File: config.mk
export PLATFORM = sky130hd
export DESIGN_NAME = ecc_err_capture
export DESIGN_NICKNAME = d
export VERILOG_FILES = /design/src/rtl/ecc_cap_pkg.sv /design/src/rtl/ecc_cap_ctl.sv /design/src/rtl/ecc_cap_dp.sv /design/src/rtl/ecc_err_capture.sv
export SDC_FILE = /design/constraint.sdc
export NUM_CORES = 1
export LEC_CHECK = 0
export CAP_MARGIN = 5
export CORE_MARGIN = 1.5
export CORE_UTILIZATION = 36
export CTS_BUF_LIST = sky130_fd_sc_hd__clkbuf_4
export DETAILED_ROUTE_END_ITERATION = 7
export GPL_TIMING_DRIVEN = 0
export MAX_ROUTING_LAYER = met4
export PLACE_DENSITY_LB_ADDON = 0.08
export SETUP_SLACK_MARGIN = 0.4
export SYNTH_ARGS = -nofsm -noshare
export SYNTH_HDL_FRONTEND = slang
export SYNTH_HIERARCHICAL = 1
export SYNTH_SLANG_ARGS = --single-unit
File: constraint.sdc
create_clock -name clk -period 1.4 [get_ports clk]
set_clock_uncertainty 0.1 [all_clocks]
set_input_delay 0.14 -clock clk [delete_from_list [all_inputs] [get_ports clk]]
set_output_delay 0.14 -clock clk [all_outputs]
set_load 0.03 [all_outputs]
File: src/rtl/ecc_cap_pkg.sv
package ecc_cap_pkg;
  localparam int REG_W = 32;
  localparam int CTL_BITS = 4;

  typedef struct packed {
    logic capture;
    logic scrubLoad;
  } dpStrobe_t;
endpackage

File: src/rtl/ecc_cap_ctl.sv
module ecc_cap_ctl
  import ecc_cap_pkg::*;
(
  input  logic            clk,
  input  logic            rstN,
  input  logic            ceStrobe,
  input  logic            ueStrobe,
  input  logic            regWrEn,
  input  logic [3:0]      regByteEn,
  input  logic [REG_W-1:0] regWrData,
  output dpStrobe_t       strobe,
  output logic            sbeFlag,
  output logic            mbeFlag,
  output logic            scrubDis,
  output logic            nmiEn,
  output logic            serrEn,
  output logic            nmiReq,
  output logic            serrReq,
  output logic            scrubReq
);
  logic armed, capture, wrLo, wrHi, scrubFire;

  assign armed     = !sbeFlag && !mbeFlag;
  assign capture   = armed && (ceStrobe || ueStrobe);
  assign wrLo      = regWrEn && regByteEn[0];
  assign wrHi      = regWrEn && regByteEn[3];
  assign scrubFire = ceStrobe && !scrubDis;

  assign strobe.capture   = capture;
  assign strobe.scrubLoad = scrubFire;

  always_ff @(posedge clk) begin
    if (!rstN) begin
      sbeFlag  <= 1'b0;
      mbeFlag  <= 1'b0;
      scrubDis <= 1'b0;
      nmiEn    <= 1'b0;
      serrEn   <= 1'b0;
      nmiReq   <= 1'b0;
      serrReq  <= 1'b0;
      scrubReq <= 1'b0;
    end else begin
      if (wrHi) scrubDis <= regWrData[REG_W-1];
      if (wrLo) begin
        nmiEn  <= regWrData[2];
        serrEn <= regWrData[3];
      end
      if (capture) begin
        mbeFlag <= ueStrobe;
        sbeFlag <= !ueStrobe;
      end else begin
        if (wrLo && regWrData[0]) sbeFlag <= 1'b0;
        if (wrLo && regWrData[1]) mbeFlag <= 1'b0;
      end
      nmiReq   <= capture && !ueStrobe && nmiEn;
      serrReq  <= capture && ueStrobe && serrEn;
      scrubReq <= scrubFire;
    end
  end

  AST_SINGLE_FLAG: assert property (@(posedge clk) disable iff (!rstN)
    !(sbeFlag && mbeFlag));
  AST_FLAGS_HOLD: assert property (@(posedge clk) disable iff (!rstN)
    ((sbeFlag || mbeFlag) && !(regWrEn && regByteEn[0])) |=> $stable({sbeFlag, mbeFlag}));
  AST_UE_WINS: assert property (@(posedge clk) disable iff (!rstN)
    (!sbeFlag && !mbeFlag && ceStrobe && ueStrobe) |=> (mbeFlag && !sbeFlag));
  AST_NMI_CLASS: assert property (@(posedge clk) disable iff (!rstN)
    nmiReq |-> (sbeFlag && $past(nmiEn)));
  AST_SERR_CLASS: assert property (@(posedge clk) disable iff (!rstN)
    serrReq |-> (mbeFlag && $past(serrEn)));
  AST_SCRUB_QUAL: assert property (@(posedge clk) disable iff (!rstN)
    scrubReq |-> $past(ceStrobe && !scrubDis));
endmodule

File: src/rtl/ecc_cap_dp.sv
module ecc_cap_dp
  import ecc_cap_pkg::*;
#(
  parameter int ADDR_W = 32,
  parameter int SYN_W  = 8,
  parameter int KEEP_W = 19
) (
  input  logic              clk,
  input  logic              rstN,
  input  dpStrobe_t         strobe,
  input  logic [ADDR_W-1:0] errAddr,
  input  logic [SYN_W-1:0]  syndrome,
  output logic [KEEP_W-1:0] addrHigh,
  output logic [SYN_W-1:0]  synReg,
  output logic [ADDR_W-1:0] scrubAddr
);
  always_ff @(posedge clk) begin
    if (!rstN) begin
      addrHigh  <= '0;
      synReg    <= '0;
      scrubAddr <= '0;
    end else begin
      if (strobe.capture) begin
        addrHigh <= errAddr[ADDR_W-1 -: KEEP_W];
        synReg   <= syndrome;
      end
      if (strobe.scrubLoad) scrubAddr <= errAddr;
    end
  end

  AST_FIELDS_HOLD: assert property (@(posedge clk) disable iff (!rstN)
    !strobe.capture |=> ($stable(addrHigh) && $stable(synReg)));
  AST_SCRUB_ADDR: assert property (@(posedge clk) disable iff (!rstN)
    strobe.scrubLoad |=> (scrubAddr == $past(errAddr)));
endmodule

File: src/rtl/ecc_err_capture.sv
module ecc_err_capture
  import ecc_cap_pkg::*;
#(
  parameter int ADDR_W = 32,
  parameter int SYN_W  = 8
) (
  input  logic              clk,
  input  logic              rstN,
  input  logic              ceStrobe,
  input  logic              ueStrobe,
  input  logic [SYN_W-1:0]  syndrome,
  input  logic [ADDR_W-1:0] errAddr,
  input  logic              regWrEn,
  input  logic [3:0]        regByteEn,
  input  logic [REG_W-1:0]  regWrData,
  output logic [REG_W-1:0]  regRdData,
  output logic              nmiReq,
  output logic              serrReq,
  output logic              scrubReq,
  output logic [ADDR_W-1:0] scrubAddr
);
  localparam int KEEP_W = REG_W - 1 - CTL_BITS - SYN_W;

  dpStrobe_t          strobe;
  logic               sbeFlag, mbeFlag, scrubDis, nmiEn, serrEn;
  logic [KEEP_W-1:0]  addrHigh;
  logic [SYN_W-1:0]   synReg;

  ecc_cap_ctl u_ctl (
    .clk(clk), .rstN(rstN), .ceStrobe(ceStrobe), .ueStrobe(ueStrobe),
    .regWrEn(regWrEn), .regByteEn(regByteEn), .regWrData(regWrData),
    .strobe(strobe), .sbeFlag(sbeFlag), .mbeFlag(mbeFlag),
    .scrubDis(scrubDis), .nmiEn(nmiEn), .serrEn(serrEn),
    .nmiReq(nmiReq), .serrReq(serrReq), .scrubReq(scrubReq)
  );

  ecc_cap_dp #(.ADDR_W(ADDR_W), .SYN_W(SYN_W), .KEEP_W(KEEP_W)) u_dp (
    .clk(clk), .rstN(rstN), .strobe(strobe), .errAddr(errAddr),
    .syndrome(syndrome), .addrHigh(addrHigh), .synReg(synReg),
    .scrubAddr(scrubAddr)
  );

  assign regRdData = {scrubDis, addrHigh, synReg, serrEn, nmiEn, mbeFlag, sbeFlag};
endmodule

* Word level (Yosys, flattened, before mapping) *
Index checks and enable logic that the tools add are counted.

operators by class
  muxes and demuxes = 4
  reduce and logical (&&, ||, !) cells = 18

operator list
  operator            number
  logical AND 1 bit   11
  zero test 1 bit     4
  2-to-1 mux 1 bit    4
  nonzero test 2 bit  2
  logical OR 1 bit    1

storage, ports and cells
  bits in registers = 67
  input port bits = 81
  output and inout port bits = 67
  word-level logic and storage cells = 33

* Longest topological paths before layout *
Gate-level depths: netlist of run 1.

  depth in word-level cells = 5
  depth in mapped cells = 7
  depth with buffers taken out = 4

* Hierarchy *
The synthesis of run 1 kept the hierarchy.

by module, submodules not included
  module           times used  cells each  area an instance (um2)  sequential area each (um2)
  ecc_cap_dp       1           190         2269.7                  1181.1
  ecc_cap_ctl      1           36          341.6                   160.2
  ecc_err_capture  1           5           37.5                    0.0

* Worst setup path after synthesis of run 1 *
OpenSTA, ideal clock, no wires.

  path type = reg-to-reg
  start = register u_ctl.mbeFlag
  end = register u_dp.addrHigh[0]
  library setup time = 0.116 ns
  data arrival time = 1.147 ns
  required time = 1.184 ns
  path slack = 0.036 ns
  cell stages (with the launch flop) = 7
  buffers on the path = 3
  clock period less this slack = 1.364 ns
  cells stage by stage = dfxtp_1 -> nor3_1 -> buf_4 -> buf_6 -> buf_12 -> mux2i_1 -> nor2b_1

on the way
  cells in the longest elaborated chain, start to end = 3

RTL lines
  element                 RTL line           RTL
  from (decl)             ecc_cap_ctl.sv:13  output logic mbeFlag,
  from (signal assigned)  ecc_cap_ctl.sv:49  mbeFlag <= ueStrobe;
  zero test 1 bit         ecc_cap_ctl.sv:23  assign armed = !sbeFlag && !mbeFlag;
  logical AND 1 bit       ecc_cap_ctl.sv:23
  logical AND 1 bit       ecc_cap_ctl.sv:24  assign capture = armed && (ceStrobe || ueStrobe);
  net u_ctl.capture       ecc_cap_ctl.sv:21  logic armed, capture, wrLo, wrHi, scrubFire;
  to (signal assigned)    ecc_cap_dp.sv:24   addrHigh <= errAddr[ADDR_W-1 -: KEEP_W];
  to (decl)               ecc_cap_dp.sv:13   output logic [KEEP_W-1:0] addrHigh,

The timed path passes the listed nets, and every way through them passes these cells.
A chain may end at the register's enable or synchronous reset.

* Final worst setup path of run 1 *
  start = input ceStrobe
  end = register u_dp.addrHigh[11]

on the way
  cells in the longest elaborated chain, start to end = 2

RTL lines
  element            RTL line              RTL
  from (decl)        ecc_err_capture.sv:9  input logic ceStrobe,
  logical OR 1 bit   ecc_cap_ctl.sv:24
  logical AND 1 bit  ecc_cap_ctl.sv:24
  net u_ctl.capture  ecc_cap_ctl.sv:21

The timed path passes the listed nets, and every way through them passes these cells.

==> results of run 1 <==
-- synthesized netlist by cell type, drive strengths merged --
master,n,area share (%)
nor4,1,0.24
clkbuf,4,0.57
mux2i,59,22
nor3,2,0.38
nand2,1,0.14
buf,17,6.7
a21oi,3,0.57
nor2b,61,14
inv,1,0.14
nor2,2,0.28
a21bo,3,1.1
nand2b,1,0.24
nor3b,1,0.28
dfxtp,67,51
nand3,4,0.76
o211a,2,0.76
nand4,2,0.47
-- power by group through the flow --
stage	Clock (mW)	Sequential [mW]	Combinational, mW
2_1_floorplan	0	2.40	0.426
3_3_place_gp	0	2.15	1.15
3_5_place_dp	0	2.16	1.16
4_1_cts	1.29	2.16	1.42
5_1_grt	1.39	2.18	1.55
6_report	1.26	2.16	1.46
-- cells by family after synthesis --
| kind of cell | share of synthesized area, % |
|---|---|
| and+or+nand+nor | 17.19 |
| muxes | 22.30 |
| buffers and inverters | 7.416 |
| DFF | 50.64 |
| AOI/OAI and AO/OA | 2.456 |
-- sequential cells by signal (all words and copies together) (netlist names) --
| name | cells |
|---|---|
| u_ctl/scrubDis | 1 |
| u_ctl/sbeFlag | 1 |
| u_dp/scrubAddr | 32 |
| u_ctl/serrEn | 1 |
| u_dp/synReg | 8 |
| u_ctl/scrubReq | 1 |
| u_dp/addrHigh | 19 |
| u_ctl/serrReq | 1 |
| u_ctl/nmiEn | 1 |
| u_ctl/nmiReq | 1 |
| u_ctl/mbeFlag | 1 |
-- how the worst max path moves through the flow --
stage	to	slack, ps	startpoint
final	u_dp/addrHigh[11]	-70	ceStrobe
after global routing	u_dp/addrHigh[11]	-120	ceStrobe
after CTS	u_dp/addrHigh[10]	-20	u_ctl/sbeFlag
after detailed placement	u_dp/addrHigh[10]	-450	ueStrobe
after global placement	u_dp/addrHigh[12]	-410	ueStrobe
after floorplan	u_dp/addrHigh[0]	100	u_ctl/sbeFlag
-- layout make-up --
type                       instances  area share (%)
clock buffer                      11           1.729
clock inverter                     5           1.126
timing repair buffer             149           35.18
multi-input combinational        142           24.28
inverter                           1         0.07858
tap                               99           2.593
sequential                        67           29.91
buffer                            21           5.107
-- through the flow --
stage / TNS, ps / utilization [%] / area [sq um] / worst slack, ps
finish: -159.9 / 66.57 / 4777 / -68.28
global placement: -18160 / 55.17 / 3959 / -411.7
floorplan: 0 / - / 2664 / 103.7
CTS: -73.59 / 65.00 / 4664 / -18.38
detailed placement: -19380 / 55.17 / 3959 / -448.4
global route: -2573 / 66.57 / 4777 / -123.7
-- routing by layer --
metal | vias up | share of wire (%) | routed length [um]
met5 | - | 0 | 0
met4 | 0 | 1.1 | 74
met3 | 6 | 5.9 | 399
met2 | 68 | 51 | 3449
met1 | 1021 | 42 | 2830
li1 | 1092 | - | -
-- what timing repair did --
action / 4_1_cts / 5_1_grt
hold buffers: 1 / 0
setup buffers: 16 / 10
setup endpoints to repair: 127 / 129
endpoints found under the hold margin: 5 / 0
gates resized for setup: 557 / 8
pin swaps: 1 / 3
gates cloned: 5 / 0
-- worst max-delay path: stages --
cell and delay, ps:
clkdlybuf4s50_1 520, nor2_1 70, nor3_2 160, buf_4 130, buf_12 120, buf_12 110
buf_12 110, mux2i_1 220, nor2b_1 70
==> results_dict.tcl, run 1 <==
set metrics [dict create \
    cp-end-kind "flip-flop" \
    cts_tree "done" \
    core-area_sq_mm 0.007176 \
    internal_power_mw 3.480 \
    grt_start_max_net_pins 12 \
    hold_end "u_ctl/serrReq" \
    clock_sinks 67 \
    start_util_pct 36.91 \
    dp_hpwl_um 4197 \
    rows 31 \
    ys_types 21 \
    syn_inst 231 \
    reg2reg_to "u_dp/addrHigh[11]" \
    viasPerCell 4.418 \
    drc 0 \
    syn_to_final_growth_pct 80.35 \
    port_buffers 117 \
    finalHoldViolations 0 \
    gr-usage-all-layers_pct 18.24 \
    p_leak_nw 2.098 \
    pwr-share-seq_pct 44.2 \
    syn_area_per_cell_sq_um 11.47 \
    violations "negative setup slack" \
    drive_gt1_share_pct 50.76 \
    die_height_um 88.78 \
    ys_ff_latch 67 \
    num_vias 2187 \
    timing.rr.start "u_ctl/sbeFlag" \
    mostFrequentLayoutCells "buf_6 (78), dfxtp_2 (64), nor2b_1 (61)" \
    die_w_um 88.78 \
    rsz0062_at_grt "true" \
    busiest_layer "met2" \
    fin_total_pwr_mw 4.892 \
    crit_required_ps 1590 \
    fmax_ghz 0.6811 \
    use_met3_pct 5.597 \
    synth-warning-count 6 \
    r2r_setup_slack_ps -60 \
    clk_pin_slew_ps 100 \
    final_cell_count_no_fill 495 \
    p_clk_share_pct 25.8 \
    fin_nets 472 \
    ys_seq_area_share_pct 50.64 \
    min_period_ps 1468 \
    numCtsBuffers 9 \
    switching_share_pct 28.86 \
    grt_pass1_wl_um 10290 \
    htreeDepth 3 \
    synth_fp_nets 312 \
    cp-start-kind "primary input" \
    netlist_area_sq_mm 0.002649 \
    wl_per_cell_um 13.64 \
    whs_path_depth 3 \
    worstHoldStart "ueStrobe" \
    cts_root_buffer "clkbuf_4" \
    holdWs_ps 92.31 \
    met2_usage_pct 30.03 \
    cp_max_fo 6 \
    pin_count 148 \
    setup_ws_ps -68.28 \
    placed_cells 447 \
    multiInputGateArea_sq_mm 0.001160 \
    routed_wl_um 6754 \
    globalplace.congestion 0.6950 \
    max-cap-violations 0 \
    dr.pass1.iters 4 \
    period_share_pct 104.9 \
    setup_viol 9 \
    insertion_delay_ps 390 \
    clock_path_buffers 2 \
    tightest_slew_ps 432.8 \
    regArea_sq_mm 0.001429 \
    power.switching_mw 1.412 \
    path_class "primary input to flip-flop" \
    min_path_type "primary input to flip-flop" \
    final_common_cell "buf_6" \
    status "complete, but fails checks" \
    grt_pass1_vias 2120 \
    relSlewSlack_pct 71.15 \
    fillers 567 \
    worst_ep_arrival_time_ps 1650 \
    maxSlewViolCount 0 \
    grt_overflow 0 \
    drtIter0Drc 60 \
    use_met1_pct 21.15 \
    diodes 0 \
    combPwrFrac_pct 29.9 \
    drtAntennaViolNets 0 \
    ir_drop_uv 492.0 \
    antenna_found_initial 0 \
    p_per_area_mw_per_mm2 1024 \
    die_area_sq_mm 0.007881 \
    r2r_cells 7 \
]
(Power assumes the default switching activity.)
==> inputs of run 2 (changes only) <==
--- a/config.mk
+++ b/config.mk
@@ -14,6 +14,7 @@
 export MAX_ROUTING_LAYER = met4
 export PLACE_DENSITY_LB_ADDON = 0.08
 export SETUP_SLACK_MARGIN = 0.4
+export SKIP_CTS_REPAIR_TIMING = 1
 export SYNTH_ARGS = -nofsm -noshare
 export SYNTH_HDL_FRONTEND = slang
 export SYNTH_HIERARCHICAL = 1
==> run 2 against run 1 <==
Effect of this change:
- the flow finishes with violations (negative hold slack)
- hold slack got worse by 110 ps
- critical endpoint is now u_dp/addrHigh[8]
- clock power barely moved
- setup slack improved by 80 ps
- die area did not move
- via count fell by 2.4%
- largest power group unchanged
- maximum frequency rose by 5.8%
==> results_dict.tcl, run 2 (synthesis results as in run 1) <==
set metrics [dict create \
    status "complete, but fails checks" \
    violations "negative hold slack" \
    r2r_cells 6 \
    rsz0062_at_grt "true" \
    clk_pin_slew_ps 110 \
    max-cap-violations 0 \
    fin_nets 460 \
    core-area_sq_mm 0.007176 \
    fillers 589 \
    worst_ep_arrival_time_ps 1590 \
    cts_tree "done" \
    syn_to_final_growth_pct 74.54 \
    cts_root_buffer "clkbuf_4" \
    drive_gt1_share_pct 48.96 \
    globalplace.congestion 0.6950 \
    mostFrequentLayoutCells "buf_6 (76), dfxtp_2 (63), nor2b_1 (61)" \
    setup_ws_ps 12.19 \
    r2r_setup_slack_ps 10 \
    setup.worst_path.start "u_ctl/sbeFlag" \
    htreeDepth 3 \
    pin_count 148 \
    antenna_found_initial 0 \
    relSlewSlack_pct 71.24 \
    ir_drop_uv 432.1 \
    drtIter0Drc 31 \
    drtAntennaViolNets 0 \
    p_leak_nw 2.030 \
    num_vias 2134 \
    min_period_ps 1388 \
    path_class "flip-flop to flip-flop" \
    cp-start-kind "flip-flop" \
    fmax_ghz 0.7206 \
    period_share_pct 99.13 \
    clock_path_buffers 2 \
    clock_sinks 67 \
    grt_overflow 0 \
    reg2reg_to "u_dp/addrHigh[8]" \
    p_per_area_mw_per_mm2 1033 \
    drc 0 \
    timing.rr.start "u_ctl/sbeFlag" \
    maxSlewViolCount 0 \
    setup_viol 0 \
    reg_top3 "u_dp/scrubAddr: 32 flops, u_dp/addrHigh: 19 flops, u_dp/synReg: 8 flops" \
    routed_wl_um 6585 \
    crit_required_ps 1600 \
    rows 31 \
    die_w_um 88.78 \
    grt_start_max_net_pins 12 \
    diodes 0 \
    die_area_sq_mm 0.007881 \
    fin_total_pwr_mw 4.776 \
    largest_register_ffs 32 \
    start_util_pct 36.91 \
    insertion_delay_ps 390 \
    worstSetupEndpoint "u_dp/addrHigh[8]" \
    die_height_um 88.78 \
    cp-end-kind "flip-flop" \
    finalHoldViolations 1 \
    min_path_type "primary input to flip-flop" \
    gr-usage-all-layers_pct 15.93 \
    tightest_slew_ps 430.7 \
    grt_pass1_vias 1915 \
    dr.pass1.iters 4 \
    pre_cts_ws_ps -448.4 \
    finish.utilization_pct 64.43 \
    holdWs_ps -22.01 \
    cp_max_fo 11 \
    dp_hpwl_um 4197 \
    largest-register "u_dp/scrubAddr" \
    wl_per_cell_um 13.63 \
    final_common_cell "buf_6" \
    grt_pass1_wl_um 9114 \
    port_buffers 117 \
    numCtsBuffers 9 \
    viasPerCell 4.418 \
]
run 2: changes by cell type in the layout (fill, tap and decap cells not counted), sizes merged:
cell          change
buf              -17
clkbuf            +5
dlygate4sd2       -2
dlymetal6s2s      +2
run 2: layer usage:
layer  global-route usage, %  vias to the layer above  share of wire, %
li1                        -                     1068                 -
met1                   19.38                      991                42
met2                   24.10                       66                50
met3                   6.063                        9               6.1
met4                   5.540                        0               1.5
met5                       -                        -                 0
run 2: cell type report:
cell class	instances	area [sq um]	share of cell area [%]
Buffer	21	247.7	5.359
Clock buffer	11	82.58	1.786
Clock inverter	5	53.80	1.164
Inverter	1	3.754	0.08119
Multi-Input combinational cell	142	1160	25.09
Sequential cell	67	1428	30.88
Tap cell	99	123.9	2.679
Timing Repair Buffer	137	1524	32.96
run 2: worst min-delay path by stage:
stage | slack (ps) | cells after the start | from | to
6_report | -20 | 3 | ueStrobe | u_ctl/serrReq
5_1_grt | 0.5 | 3 | ueStrobe | u_ctl/serrReq
4_1_cts | -110 | 3 | regWrEn | u_ctl/scrubDis
3_5_place_dp | 330 | 1 | u_ctl/scrubDis | u_ctl/scrubReq
3_3_place_gp | 330 | 1 | u_ctl/scrubDis | u_ctl/scrubReq
2_1_floorplan | 170 | 1 | rstN | u_ctl/sbeFlag
run 2: worst max-delay path, cell delays in order (launching register included):
cell and delay [ps]:
dfxtp_4 370, nor3_2 140, buf_4 130, buf_12 140, clkbuf_16 160, mux2i_1 190, nor2b_1 70
run 2: through the flow:
stage	cell area (sq um)	setup TNS [ps]	std cells
2_1_floorplan	2664	0	231
3_3_place_gp	3959	-18160	447
3_5_place_dp	3959	-19380	447
4_1_cts	4095	-19650	463
5_1_grt	4623	-720.7	483
6_report	4623	0	483
run 2: power by group:
group          switching [mW]  internal (mW)  total, mW  leakage, nW
combinational           0.600          0.759       1.36         1.38
clock                   0.676          0.577       1.25       0.0705
sequential             0.0991           2.07       2.16        0.577
==> inputs of run 3 (changes only) <==
--- a/config.mk
+++ b/config.mk
@@ -6,6 +6,7 @@
 export NUM_CORES = 1
 export LEC_CHECK = 0
 export CAP_MARGIN = 5
+export CORE_ASPECT_RATIO = 1.75
 export CORE_MARGIN = 1.5
 export CORE_UTILIZATION = 36
 export CTS_BUF_LIST = sky130_fd_sc_hd__clkbuf_4
==> run 3 against run 2 <==
Effect of this change:
- the run now ends clean
- critical path type unchanged
- routed wire length shrank 3.2%
- hold slack gained 210 ps
- maximum frequency is essentially flat
- die area grew 0.26%
- via count shrank 1.9%
==> results_dict.tcl, run 3 (synthesis results as in run 1) <==
set metrics [dict create \
    htreeDepth 3 \
    antenna_found_initial 0 \
    p_leak_nw 2.001 \
    placed_cells 434 \
    clock_sinks 67 \
    gr-usage-all-layers_pct 16.65 \
    relSlewSlack_pct 74.59 \
    power.switching_mw 1.396 \
    setup_ws_ps 11.04 \
    wl_met3_um 464 \
    drtIter0Drc 61 \
    switching_share_pct 28.17 \
    crit_chain "nor3_2 -> buf_4 -> buf_12 -> clkbuf_16 -> mux2i_1 -> nor2b_1" \
    setup.worst_path.start "u_ctl/sbeFlag" \
    path_class "flip-flop to flip-flop" \
    timing.rr.start "u_ctl/sbeFlag" \
    mostFrequentLayoutCells "buf_6 (72), dfxtp_2 (64), nor2b_1 (61)" \
    pre_cts_ws_ps -447.4 \
    drtAntennaViolNets 0 \
    cp_max_fo 11 \
    syn_to_final_growth_pct 72.65 \
    wl_per_cell_um 13.59 \
    pwr-share-seq_pct 43.7 \
    dr.pass1.iters 5 \
    wirelength_met1_um 2486 \
    largest-register "u_dp/scrubAddr" \
    cts_root_buffer "clkbuf_4" \
    routed_wl_um 6372 \
    setup_viol 0 \
    status "finished clean" \
    num_vias 2094 \
    grt_start_max_net_pins 13 \
    top_layer_used "met4" \
    pin_count 148 \
    reg_top3 "u_dp/scrubAddr: 32 flops, u_dp/addrHigh: 19 flops, u_dp/synReg: 8 flops" \
    max-cap-violations 0 \
    port_buffers 117 \
    viasPerCell 4.465 \
    wl_met2_um 3352 \
    p_clk_share_pct 29.3 \
    holdWs_ps 183.4 \
    core-area_sq_mm 0.007182 \
    combPwrFrac_pct 27.0 \
    min_period_ps 1389 \
    numCtsBuffers 9 \
    cp_slowest_cell "dfxtp_4" \
    drc 0 \
    final_common_cell "buf_6" \
    grt_pass1_wl_um 9321 \
    rows 41 \
    tightest_slew_ps 381.2 \
    worst_ep_arrival_time_ps 1610 \
    cp-start-kind "flip-flop" \
    min_path_type "primary input to flip-flop" \
    die_w_um 67.84 \
    finalHoldViolations 0 \
    finish.utilization_pct 63.68 \
    fmax_ghz 0.7200 \
    reg2reg_to "u_dp/addrHigh[6]" \
    die_height_um 116.5 \
    grt_overflow 0 \
    internal_power_mw 3.559 \
    insertion_delay_ps 400 \
    start_util_pct 36.88 \
    clk_pin_slew_ps 120 \
    largest_register_ffs 32 \
    crit_required_ps 1620 \
    grt_pass1_vias 2001 \
    worstSetupEndpoint "u_dp/addrHigh[6]" \
    rsz0062_at_grt "true" \
    final_cell_count_no_fill 469 \
    r2r_cells 6 \
    fillers 599 \
    ir_drop_uv 686.8 \
    maxSlewViolCount 0 \
    cp_slowest_stage_delay_ps 370 \
    fin_nets 459 \
    period_share_pct 99.21 \
    clock_path_buffers 2 \
    r2r_setup_slack_ps 10 \
    p_per_area_mw_per_mm2 1083 \
    globalplace.congestion 0.6676 \
    dp_hpwl_um 4360 \
    cp-end-kind "flip-flop" \
    cts_tree "done" \
    critPathTopFamily "buffers and inverters" \
    diodes 0 \
    die_area_sq_mm 0.007901 \
    cp.depth 6 \
    critPathBufInv 3 \
    drive_gt1_share_pct 49.09 \
]
## run 3: cell type report
type / count / area [sq um] / share of cell area, %
clock buffers: 10 / 75.07 / 1.642
plain buffers: 21 / 244.0 / 5.335
multi-input cells: 142 / 1136 / 24.84
clock inverters: 6 / 90.09 / 1.970
well taps: 86 / 107.6 / 2.353
inverters: 1 / 3.754 / 0.08208
flip-flops and latches: 67 / 1429 / 31.24
repair buffers: 136 / 1488 / 32.53
## run 3: worst min path at each step
stage                        start              to  slack [ps]  cells after the start
detailed placement  u_ctl/scrubDis  u_ctl/scrubReq         330                      1
CTS                        regWrEn  u_ctl/scrubDis        -130                      3
global route          regWrData[2]     u_ctl/nmiEn         160                      3
floorplan                     rstN   u_ctl/sbeFlag         170                      1
global placement           regWrEn  u_ctl/scrubDis         330                      3
finish                regWrData[3]    u_ctl/serrEn         180                      3
## run 3: routing by layer
metal | GRT usage (%) | up-vias
li1 | - | 1064
met1 | 17.47 | 953
met5 | - | -
met2 | 26.73 | 71
met4 | 7.200 | 0
met3 | 7.322 | 6
## run 3: power groups by stage
stage | Sequential [mW] | Clock [mW] | Combinational [mW]
2_1_floorplan | 2.40 | 0 | 0.426
3_3_place_gp | 2.15 | 0 | 1.15
3_5_place_dp | 2.16 | 0 | 1.16
4_1_cts | 2.12 | 1.51 | 1.17
5_1_grt | 2.18 | 1.61 | 1.42
6_report | 2.16 | 1.45 | 1.34
## run 3: worst register-to-register path, cell delays in order, from the launching register on
cell,delay [ps]
dfxtp_4,370
nor3_2,140
buf_4,140
buf_12,150
clkbuf_16,160
mux2i_1,190
nor2b_1,70
## run 3: stage by stage
| step | cell area, sq um | power, mW | setup TNS (ps) |
|---|---|---|---|
| after detailed placement | 3943 | 3.320 | -19550 |
| final | 4573 | 4.954 | 0 |
| after global placement | 3943 | 3.308 | -19320 |
| after floorplan | 2664 | 2.827 | 0 |
| after global routing | 4573 | 5.210 | -692.1 |
| after CTS | 4108 | 4.793 | -22050 |
